## config.mk

```make
export PLATFORM = sky130hd
export DESIGN_NAME = ext_irq_ctrl
export DESIGN_NICKNAME = d
export VERILOG_FILES = /design/src/rtl/ext_irq_pkg.sv /design/src/rtl/irq_sync.sv /design/src/rtl/irq_noise_filter.sv /design/src/rtl/irq_trigger.sv /design/src/rtl/irq_arbiter.sv /design/src/rtl/ext_irq_ctrl.sv
export SDC_FILE = /design/constraint.sdc
export NUM_CORES = 1
export LEC_CHECK = 0
export ABC_AREA = 1
export CORE_UTILIZATION = 45
export CTS_CLUSTER_DIAMETER = 80
export DETAILED_ROUTE_END_ITERATION = 7
export PLACE_DENSITY_LB_ADDON = 0.1
export SYNTH_ARGS = -nofsm -noshare
export SYNTH_HDL_FRONTEND = slang
export SYNTH_SLANG_ARGS = --single-unit
```

## constraint.sdc

```tcl
create_clock -name clk -period 1.63 [get_ports clk]
set_input_delay 0.163 -clock clk [delete_from_list [all_inputs] [get_ports clk]]
set_output_delay 0.163 -clock clk [all_outputs]
set_load 0.01 [all_outputs]
```

## src/rtl/ext_irq_pkg.sv

```systemverilog
package ext_irq_pkg;

  localparam int MODE_W = 3;
  localparam int VEC_W  = 8;
  localparam int DIV_W  = 6;

  typedef enum logic [MODE_W-1:0] {
    TRIG_RISE = 3'd0,
    TRIG_FALL = 3'd1,
    TRIG_BOTH = 3'd2,
    TRIG_HIGH = 3'd3,
    TRIG_LOW  = 3'd4
  } trig_mode_e;

  // Sources below n_level are level capable, the rest are dual-edge capable.
  function automatic logic mode_supported(input int idx, input int n_level,
                                          input logic [MODE_W-1:0] m);
    if (idx < n_level)
      return (m == TRIG_RISE) || (m == TRIG_FALL) || (m == TRIG_HIGH) || (m == TRIG_LOW);
    else
      return (m == TRIG_RISE) || (m == TRIG_FALL) || (m == TRIG_BOTH);
  endfunction

  function automatic logic [VEC_W-1:0] vector_for(input int idx, input int base,
                                                  input int step);
    return VEC_W'(base + idx * step);
  endfunction

  // Counter bits that must be zero for a filter sample tick.
  function automatic logic [DIV_W-1:0] filter_mask(input logic [1:0] code);
    case (code)
      2'd0:    return DIV_W'(0);
      2'd1:    return DIV_W'(15);
      default: return DIV_W'(63);
    endcase
  endfunction

endpackage

```

## src/rtl/irq_sync.sv

```systemverilog
module irq_sync #(
  parameter int W      = 4,
  parameter int STAGES = 2
) (
  input  logic         clk,
  input  logic         rst_n,
  input  logic [W-1:0] d,
  output logic [W-1:0] q
);
  logic [W-1:0] stage_q [STAGES];

  always_ff @(posedge clk or negedge rst_n) begin
    if (!rst_n) begin
      for (int s = 0; s < STAGES; s++) stage_q[s] <= '0;
    end else begin
      stage_q[0] <= d;
      for (int s = 1; s < STAGES; s++) stage_q[s] <= stage_q[s-1];
    end
  end

  assign q = stage_q[STAGES-1];
endmodule

```

## src/rtl/irq_noise_filter.sv

```systemverilog
module irq_noise_filter
  import ext_irq_pkg::*;
(
  input  logic       clk,
  input  logic       rst_n,
  input  logic [1:0] div_code,
  input  logic       din,
  output logic       dout
);
  logic [DIV_W-1:0] cnt_q;
  logic             samp_q;
  logic             filt_q;
  logic             tick;

  assign tick = ((cnt_q & filter_mask(div_code)) == '0);

  always_ff @(posedge clk or negedge rst_n) begin
    if (!rst_n) begin
      cnt_q  <= '0;
      samp_q <= 1'b0;
      filt_q <= 1'b0;
    end else begin
      cnt_q <= cnt_q + 1'b1;
      if (tick) begin
        samp_q <= din;
        if (samp_q == din && din != filt_q) filt_q <= din;
      end
    end
  end

  assign dout = filt_q;

  AST_FILT_ONLY_ON_TICK: assert property (@(posedge clk) disable iff (!rst_n)
    !tick |=> $stable(filt_q));
  AST_FILT_TWO_SAMPLES: assert property (@(posedge clk) disable iff (!rst_n)
    (filt_q != $past(filt_q)) |-> ($past(samp_q) == filt_q));
endmodule

```

## src/rtl/irq_trigger.sv

```systemverilog
module irq_trigger
  import ext_irq_pkg::*;
#(
  parameter int N       = 4,
  parameter int N_LEVEL = 2
) (
  input  logic                   clk,
  input  logic                   rst_n,
  input  logic [N-1:0]           lvl,
  input  logic [N-1:0][MODE_W-1:0] mode,
  input  logic [N-1:0]           en,
  input  logic [N-1:0]           cfg_wr,
  input  logic [N-1:0]           ack_clr,
  output logic [N-1:0]           req
);
  logic [N-1:0] prev_q;

  always_ff @(posedge clk or negedge rst_n) begin
    if (!rst_n) prev_q <= '0;
    else        prev_q <= lvl;
  end

  for (genvar i = 0; i < N; i++) begin : g_src
    logic rise, fall, eff_en, evt, is_level, level_hit, pend_q;

    assign rise   = lvl[i] & ~prev_q[i];
    assign fall   = ~lvl[i] & prev_q[i];
    assign eff_en = en[i] & mode_supported(i, N_LEVEL, mode[i]);

    always_comb begin
      evt       = 1'b0;
      is_level  = 1'b0;
      level_hit = 1'b0;
      case (mode[i])
        TRIG_RISE: evt = rise;
        TRIG_FALL: evt = fall;
        TRIG_BOTH: evt = rise | fall;
        TRIG_HIGH: begin is_level = 1'b1; level_hit = lvl[i];  end
        TRIG_LOW:  begin is_level = 1'b1; level_hit = ~lvl[i]; end
        default:   evt = 1'b0;
      endcase
      evt       = evt & eff_en;
      level_hit = level_hit & eff_en;
    end

    always_ff @(posedge clk or negedge rst_n) begin
      if (!rst_n)          pend_q <= 1'b0;
      else if (cfg_wr[i])  pend_q <= 1'b0;
      else if (evt)        pend_q <= 1'b1;
      else if (ack_clr[i]) pend_q <= 1'b0;
    end

    assign req[i] = is_level ? level_hit : pend_q;

    AST_NO_PEND_WHEN_DISABLED: assert property (@(posedge clk) disable iff (!rst_n)
      !eff_en |-> !pend_q);
    AST_ACK_CLEARS_PEND: assert property (@(posedge clk) disable iff (!rst_n)
      (ack_clr[i] && !evt) |=> !pend_q);
  end
endmodule

```

## src/rtl/irq_arbiter.sv

```systemverilog
module irq_arbiter
  import ext_irq_pkg::*;
#(
  parameter int N        = 4,
  parameter int VEC_BASE = 3,
  parameter int VEC_STEP = 8
) (
  input  logic [N-1:0]     req,
  output logic             irq,
  output logic [VEC_W-1:0] vec,
  output logic [N-1:0]     grant
);
  always_comb begin
    grant = '0;
    vec   = '0;
    for (int i = N - 1; i >= 0; i--) begin
      if (req[i]) begin
        grant    = '0;
        grant[i] = 1'b1;
        vec      = vector_for(i, VEC_BASE, VEC_STEP);
      end
    end
  end

  assign irq = |req;
endmodule

```

## src/rtl/ext_irq_ctrl.sv

```systemverilog
module ext_irq_ctrl
  import ext_irq_pkg::*;
#(
  parameter int N_IRQ       = 4,
  parameter int N_LEVEL     = 2,
  parameter int SYNC_STAGES = 2,
  parameter int VEC_BASE    = 3,
  parameter int VEC_STEP    = 8
) (
  input  logic             clk,
  input  logic             rst_n,
  input  logic [N_IRQ-1:0] irq_pins,
  input  logic             cfg_we,
  input  logic [2:0]       cfg_addr,
  input  logic [3:0]       cfg_data,
  output logic             irq,
  output logic [VEC_W-1:0] irq_vector,
  input  logic             irq_ack
);
  localparam int FILT_IDX = N_IRQ - 1;
  localparam int DIV_ADDR = N_IRQ;

  logic [N_IRQ-1:0][MODE_W-1:0] mode_q;
  logic [N_IRQ-1:0]             en_q;
  logic [1:0]                   div_q;
  logic [N_IRQ-1:0]             cfg_wr;
  logic [N_IRQ-1:0]             sync_lvl;
  logic [N_IRQ-1:0]             lvl;
  logic                         filt_lvl;
  logic [N_IRQ-1:0]             req;
  logic [N_IRQ-1:0]             grant;
  logic [N_IRQ-1:0]             ack_clr;

  for (genvar i = 0; i < N_IRQ; i++) begin : g_wr
    assign cfg_wr[i] = cfg_we && (cfg_addr == 3'(i));
  end

  always_ff @(posedge clk or negedge rst_n) begin
    if (!rst_n) begin
      mode_q <= '0;
      en_q   <= '0;
      div_q  <= '0;
    end else begin
      for (int i = 0; i < N_IRQ; i++) begin
        if (cfg_wr[i]) begin
          mode_q[i] <= cfg_data[MODE_W-1:0];
          en_q[i]   <= cfg_data[3];
        end
      end
      if (cfg_we && cfg_addr == 3'(DIV_ADDR)) div_q <= cfg_data[1:0];
    end
  end

  irq_sync #(.W(N_IRQ), .STAGES(SYNC_STAGES)) u_sync (
    .clk(clk), .rst_n(rst_n), .d(irq_pins), .q(sync_lvl));

  irq_noise_filter u_filt (
    .clk(clk), .rst_n(rst_n), .div_code(div_q),
    .din(sync_lvl[FILT_IDX]), .dout(filt_lvl));

  always_comb begin
    lvl           = sync_lvl;
    lvl[FILT_IDX] = filt_lvl;
  end

  irq_trigger #(.N(N_IRQ), .N_LEVEL(N_LEVEL)) u_trig (
    .clk(clk), .rst_n(rst_n), .lvl(lvl), .mode(mode_q), .en(en_q),
    .cfg_wr(cfg_wr), .ack_clr(ack_clr), .req(req));

  irq_arbiter #(.N(N_IRQ), .VEC_BASE(VEC_BASE), .VEC_STEP(VEC_STEP)) u_arb (
    .req(req), .irq(irq), .vec(irq_vector), .grant(grant));

  assign ack_clr = grant & {N_IRQ{irq_ack}};

  AST_IDLE_VECTOR_ZERO: assert property (@(posedge clk) disable iff (!rst_n)
    !irq |-> (irq_vector == '0));
  AST_VECTOR_LEGAL: assert property (@(posedge clk) disable iff (!rst_n)
    irq |-> (irq_vector[2:0] == 3'(VEC_BASE) && irq_vector < VEC_W'(VEC_BASE + N_IRQ * VEC_STEP)));
  AST_TOP_SOURCE_WINS: assert property (@(posedge clk) disable iff (!rst_n)
    req[0] |-> (grant[0] && irq_vector == VEC_W'(VEC_BASE)));
  AST_GRANT_ONEHOT: assert property (@(posedge clk) disable iff (!rst_n)
    irq |-> $onehot(grant));
endmodule

```

# Word level (Yosys, flattened, before mapping)
# Cells that the tools add are included.
# totals
out_inout_bits	9
wordCells	147
memories	0
latchBits	0
romBits	0
ram_bits	0
in_bits	15
regBits	42
# op_classes
add_sub_neg	1
bitwise	34
n_div	0
reduce_logical	33
shifts	0
order_cmp	0
n_mul	0
n_eq_ne	23
mux	37
# ops
operator	count
equality test 3 x 2 -> 1 bit (second input constant)	10
bitwise AND 1 bit	20
2-to-1 mux 1 bit	20
2-to-1 mux 5 bit	4
2-to-1 mux 4 bit	4
equality test 3 x 1 -> 1 bit (second input constant)	5
equality test 3 bit (second input constant)	5
zero test 3 bit	5
case mux 1 bit (3 select lines)	4
case mux 6 bit (2 select lines)	1
nonzero test 3 bit	4
logical OR 1 bit	10
NOT 1 bit	8
case mux 1 bit (2 select lines)	4
OR reduction 2 bit	4
adder 6 x 1 -> 6 bit (second input constant)	1
bitwise AND 6 bit	1
logical AND 1 bit	6
zero test 6 bit	1
bitwise AND 4 bit	1
bitwise OR 1 bit	4
OR reduction 4 bit	1
equality test 2 x 1 -> 1 bit (second input constant)	1
zero test 2 bit	1
other kinds (3)	3

# Logic depth before layout (Yosys ltp)
# logic_depth
ltp_word	14
ltp_mapped	9
depth_no_buf	9

# Modules after synthesis
# From an unflattened synthesis, not the netlist that was laid out.
# hier_totals
hier_cells	271
hier_area_um2	2159.6
# modules_own_cells
mod	instances	seq_area_each_um2	cells_each	area_per_inst_um2
ext_irq_ctrl	1	450.4	103	808.3
irq_trigger	1	200.2	100	655.6
irq_noise_filter	1	200.2	34	351.6
irq_sync	1	200.2	12	230.2
irq_arbiter	1	0.0	22	113.9

# Worst setup path before layout
# Ideal clock, no wire load.
# synth_path
kind	register -> output
from	reg mode_q[3] (netlist name)
to	out irq_vector[1]
stages_incl_launch_ff	8
n_path_buf	1
arrival_ps	1151
required_ps	1467
setup_slack_ps	316
path_cell_list	dfrtp_1 -> nand3_1 -> nand2_1 -> nand3_1 -> nand2_2 -> nor2_2 -> nand2_1 -> buf_4
# synth_between
elab_chain_len	9
word_cells_on_any_way	15
cone_classes	3 x eq/ne; 5 x mux; 2 x bitwise; 5 x reduce/logical
# synth_lines
item	line_no	source
start: declaration	ext_irq_ctrl.sv:23	logic [N_IRQ-1:0][MODE_W-1:0] mode_q;
start signal: indexed assignment	ext_irq_ctrl.sv:46	mode_q[i] <= cfg_data[MODE_W-1:0];
equality test 3 x 1 -> 1 bit / zero test 3 bit (equally long branches)	ext_irq_pkg.sv:19	return (m == TRIG_RISE) || (m == TRIG_FALL) || (m == TRIG_HIGH) || (m == TRIG_LOW);
logical OR 1 bit (3 in a row)	ext_irq_pkg.sv:19	
bitwise AND 1 bit	irq_trigger.sv:28	assign eff_en = en[i] & mode_supported(i, N_LEVEL, mode[i]);
bitwise AND 1 bit	irq_trigger.sv:43	level_hit = level_hit & eff_en;
2-to-1 mux 1 bit *	irq_trigger.sv:53	assign req[i] = is_level ? level_hit : pend_q;
2-to-1 mux 5 bit * (2 in a row)	irq_arbiter.sv:17	if (req[i]) begin
end: declaration	ext_irq_ctrl.sv:17	output logic [VEC_W-1:0] irq_vector,
# Mark *: on every way between the ends. The rest lies on a longest branch, timed or not.

# Worst setup path after layout
# layout_path
from	reg mode_q[1] (netlist name)
to	out irq_vector[1]
# layout_between
elab_chain_len	8
word_cells_on_any_way	14
cone_classes	3 x eq/ne; 4 x mux; 2 x bitwise; 5 x reduce/logical
# layout_lines
item	line_no
equality test 3 x 1 -> 1 bit / zero test 3 bit (equally long branches)	ext_irq_pkg.sv:19
logical OR 1 bit (3 in a row)	ext_irq_pkg.sv:19
bitwise AND 1 bit	irq_trigger.sv:28
bitwise AND 1 bit	irq_trigger.sv:43
2-to-1 mux 1 bit *	irq_trigger.sv:53
2-to-1 mux 5 bit *	irq_arbiter.sv:17
# Marked as above.

==> results.yml <==
placed_design:
  dp_hpwl_mm: 2.758
  portBuffers: 19
  placed_area_sq_um: 2399
  gp_congestion: 0.7267
  dpl.cell_count: 309
cells_and_area:
  drive_gt1_frac: 0.2711
  layoutNonFillerInstCount: 323
  n_fill_cell: 364
  diodes: 0
  nets: 296
  fin_area_sq_um: 2639
  areaGrowthSynthToFinish_pct: 31.98
  seqCellArea_sq_um: 1054
  multi_input_area_sq_um: 834.6
global_routing:
  first_global_vias: 1362
  antenna_found_initial: 0
  use_met1: 0.2190
  grt_max_degree: 25
  grt_overflow: 0
  grtUsageMet2: 0.3076
  grt_usage: 0.1807
  grt_pass1_wl_mm: 5.947
  grt-busiest-layer: "met2"
  grt_use_met3: 0.04441
critical_path:
  cp_common_cell: "nand2_2"
  critPathMaxFanout: 4
  cp_slowest_cell: "dfrtp_1"
  path_class: "flip-flop to output pin"
  slowest_delay_ns: 0.44
  cp_num_buf_inv: 1
  crit_arrival_ns: 1.47
  crit_path_end_kind: "output pin"
  startpoint_type: "flip-flop"
  crit_chain: "nor2_2 -> nand2_2 -> nand2_1 -> nand3_1 -> nand2_2 -> nor2_4 -> nand2_2 -> buf_6"
  critical-path-top-delay-family: "simple AND/OR/NAND/NOR gates"
  crit_required_ns: 1.47
clock_network:
  cts_made_buffers: 5
  cts_root_buffer: "clkbuf_8"
  cts_tree: "built"
  cts.path.max_buffers: 2
  clk-insertion-delay-late_ns: 0.29
  path_clk_slew_ns: 0.08
  clkSinkCount: 42
  h-tree-depth: 2
hold_path:
  min-delay-path-class: "primary input to flip-flop"
timing:
  timing.fmax_mhz: 612.0
  hold_violations: 0
  finalSetupTns_ns: -0.007707
  setup_slack_ns: -0.003990
  maxSlewViolCount: 0
  period_needed_ns: 1.634
  rsz0062_at_grt: "true"
  setup_violations: 2
  period_share: 1.002
  holdWs_ns: 0.2988
  fin_skew_ns: 0.003735
job:
  cap_violations: 0
logic_synthesis:
  synth.distinct_cells: 28
  synth_top_area_share: 0.5257
  synth_warnings: 0
  ys_seq_area_frac: 0.5257
  ys_ff_latch: 42
  avgSynthCellArea_sq_um: 9.088
  syn_inst: 220
  synthTopCellsByArea: "dfrtp_1 53%, nand2_1 8.6%, inv_1 6.4%"
  syn-cell-area_sq_um: 1999
  synth_area_leader_cell: "dfrtp_1"
floorplanning:
  ios: 24
  placementRows: 23
  die_area_sq_um: 4714
  start_util: 0.4825
  die_h_um: 68.66
  dieWidth_um: 68.66
  coreArea_sq_um: 4144
pwr:
  p_per_area_nw_per_um2: 1288
  power_frac_clock: 0.287
  pwr-share-comb: 0.317
  power.leakage_nw: 1.316
  peakVddDrop_mv: 0.6673
  power.internal_mw: 2.379
  p_sw_mw: 1.019
  switching_share: 0.2999
  p_seq_frac: 0.396
routing:
  drt_iter0_markers: 55
  final_antenna_net_count: 0
  drcViolationCount: 0
  routedWlPerCell_um: 11.85
  routed_via_density: 4.777
  firstDrtPassIters: 4
  wl_mm: 3.827
  vias: 1543
run_status:
  status: "finished with violations"
  violations: "setup timing"
[worst paths after layout]
check / from / cells past startpoint / to / slack, ns
min reg2reg: u_sync.stage_q[4]$_DFF_PN0_ / 0 / u_sync.q[0]$_DFF_PN0_ / 0.35
max reg2reg: mode_q[1]$_DFFE_PN0P_ / 11 / u_trig.g_src[3].pend_q$_DFFE_PN0P_ / 0.11
max: mode_q[1]$_DFFE_PN0P_ / 8 / irq_vector[1] / -0.004
min: irq_pins[0] / 1 / u_sync.stage_q[4]$_DFF_PN0_ / 0.30
min in group asynchronous: rst_n / 2 / u_trig.prev_q[2]$_DFF_PN0_ / 0.34
max in group asynchronous: rst_n / 3 / mode_q[5]$_DFFE_PN0P_ / 0.81
[state kept, by name (all words and copies together), names as in the netlist]
signal               flops
mode_q                  12
u_filt.cnt_q             6
en_q                     4
u_sync.q                 4
u_sync.stage_q           4
u_trig.g_src.pend_q      4
u_trig.prev_q            4
div_q                    2
u_filt.dout              1
u_filt.samp_q            1
[per-stage QoR]
step / total power, mW / setup WS (ns) / utilization
2_1_floorplan: 1.852 / 0.3164 / -
3_3_place_gp: 2.291 / -0.09515 / 0.5788
3_5_place_dp: 2.301 / -0.09578 / 0.5788
4_1_cts: 3.291 / -0.01252 / 0.6205
5_1_grt: 3.625 / -0.08873 / 0.6368
6_report: 3.398 / -0.003990 / 0.6368
[layout make-up]
| type | count | area share |
|---|---|---|
| clock inverters | 3 | 0.02608 |
| multi-input cells | 137 | 0.3163 |
| repair buffers | 47 | 0.1532 |
| clock buffers | 5 | 0.02608 |
| well taps | 50 | 0.02371 |
| flip-flops and latches | 42 | 0.3992 |
| inverters | 39 | 0.05548 |
[synthesized netlist by cell type]
cell,count
ha_1,9
nor2_1,12
inv_1,34
nor2_4,2
a21boi_1,1
a31oi_1,1
nand2_2,1
conb_1,1
o21ai_1,2
o2111ai_1,1
buf_4,5
nand3_1,12
nand2_1,46
nor3_4,2
a21oi_1,4
o21bai_1,2
inv_2,5
o21ai_0,19
nand2_4,1
nor3_1,3
xnor2_1,2
o21ai_2,2
o211ai_1,5
nor2_2,1
or2_4,1
xor2_1,2
nor3b_1,2
dfrtp_1,42
[worst register-to-register path, stage by stage (launching register included)]
cell	delay (ns)
dfrtp_1	0.44
nor2_2	0.14
nand2_2	0.07
nand2_1	0.06
nand3_1	0.08
nand2_2	0.13
nor2_4	0.06
buf_4	0.12
buf_4	0.12
nand2_1	0.05
nand2_1	0.05
a21oi_1	0.12
[routing by layer]
metal  up-vias  wire length [um]
li1        790                 -
met4         0                52
met1       708              1766
met5         -                 0
met3         8               149
met2        37              1858
[cells in the final DEF, fill, tap and decap left out, drive strengths merged]
master / n
nand2: 48
dfrtp: 42
inv: 39
buf: 33
o21ai: 23
nor2: 15
clkdlybuf4s50: 13
nand3: 12
ha: 9
o211ai: 5
clkbuf: 5
nor3: 5
a21oi: 4
conb: 4
xnor2: 2
xor2: 2
nor3b: 2
o21bai: 2
bufinv: 2
a21boi: 1
a31oi: 1
or2: 1
o2111ai: 1
clkinv: 1
dlygate4sd3: 1
[what timing repair did]
item,CTS,global route
resized for setup,29,14
endpoints found under the hold margin,18,0
setup endpoints to repair,5,7
hold buffers,1,0
buffers inserted,3,2
pin swaps,6,7
[power by group through the flow]
| stage | Combinational, mW | Clock (mW) | Sequential (mW) |
|---|---|---|---|
| 3_5_place_dp | 0.955 | 0 | 1.35 |
| 3_3_place_gp | 0.944 | 0 | 1.35 |
| 2_1_floorplan | 0.525 | 0 | 1.33 |
| 6_report | 1.08 | 0.974 | 1.34 |
| 5_1_grt | 1.22 | 1.04 | 1.37 |
| 4_1_cts | 0.966 | 0.995 | 1.33 |
[logic make-up after synthesis]
group,Yosys count,share of synthesized area
AO/OA/AOI/OAI,37,0.1089
adder cells (fa/ha/maj),9,0.05632
flip-flops,42,0.5257
XOR/XNOR,4,0.01753
AND/OR/NAND/NOR,83,0.1977
other,1,0.001876
buffers and inverters,44,0.09199
(Power assumes the default switching activity.)
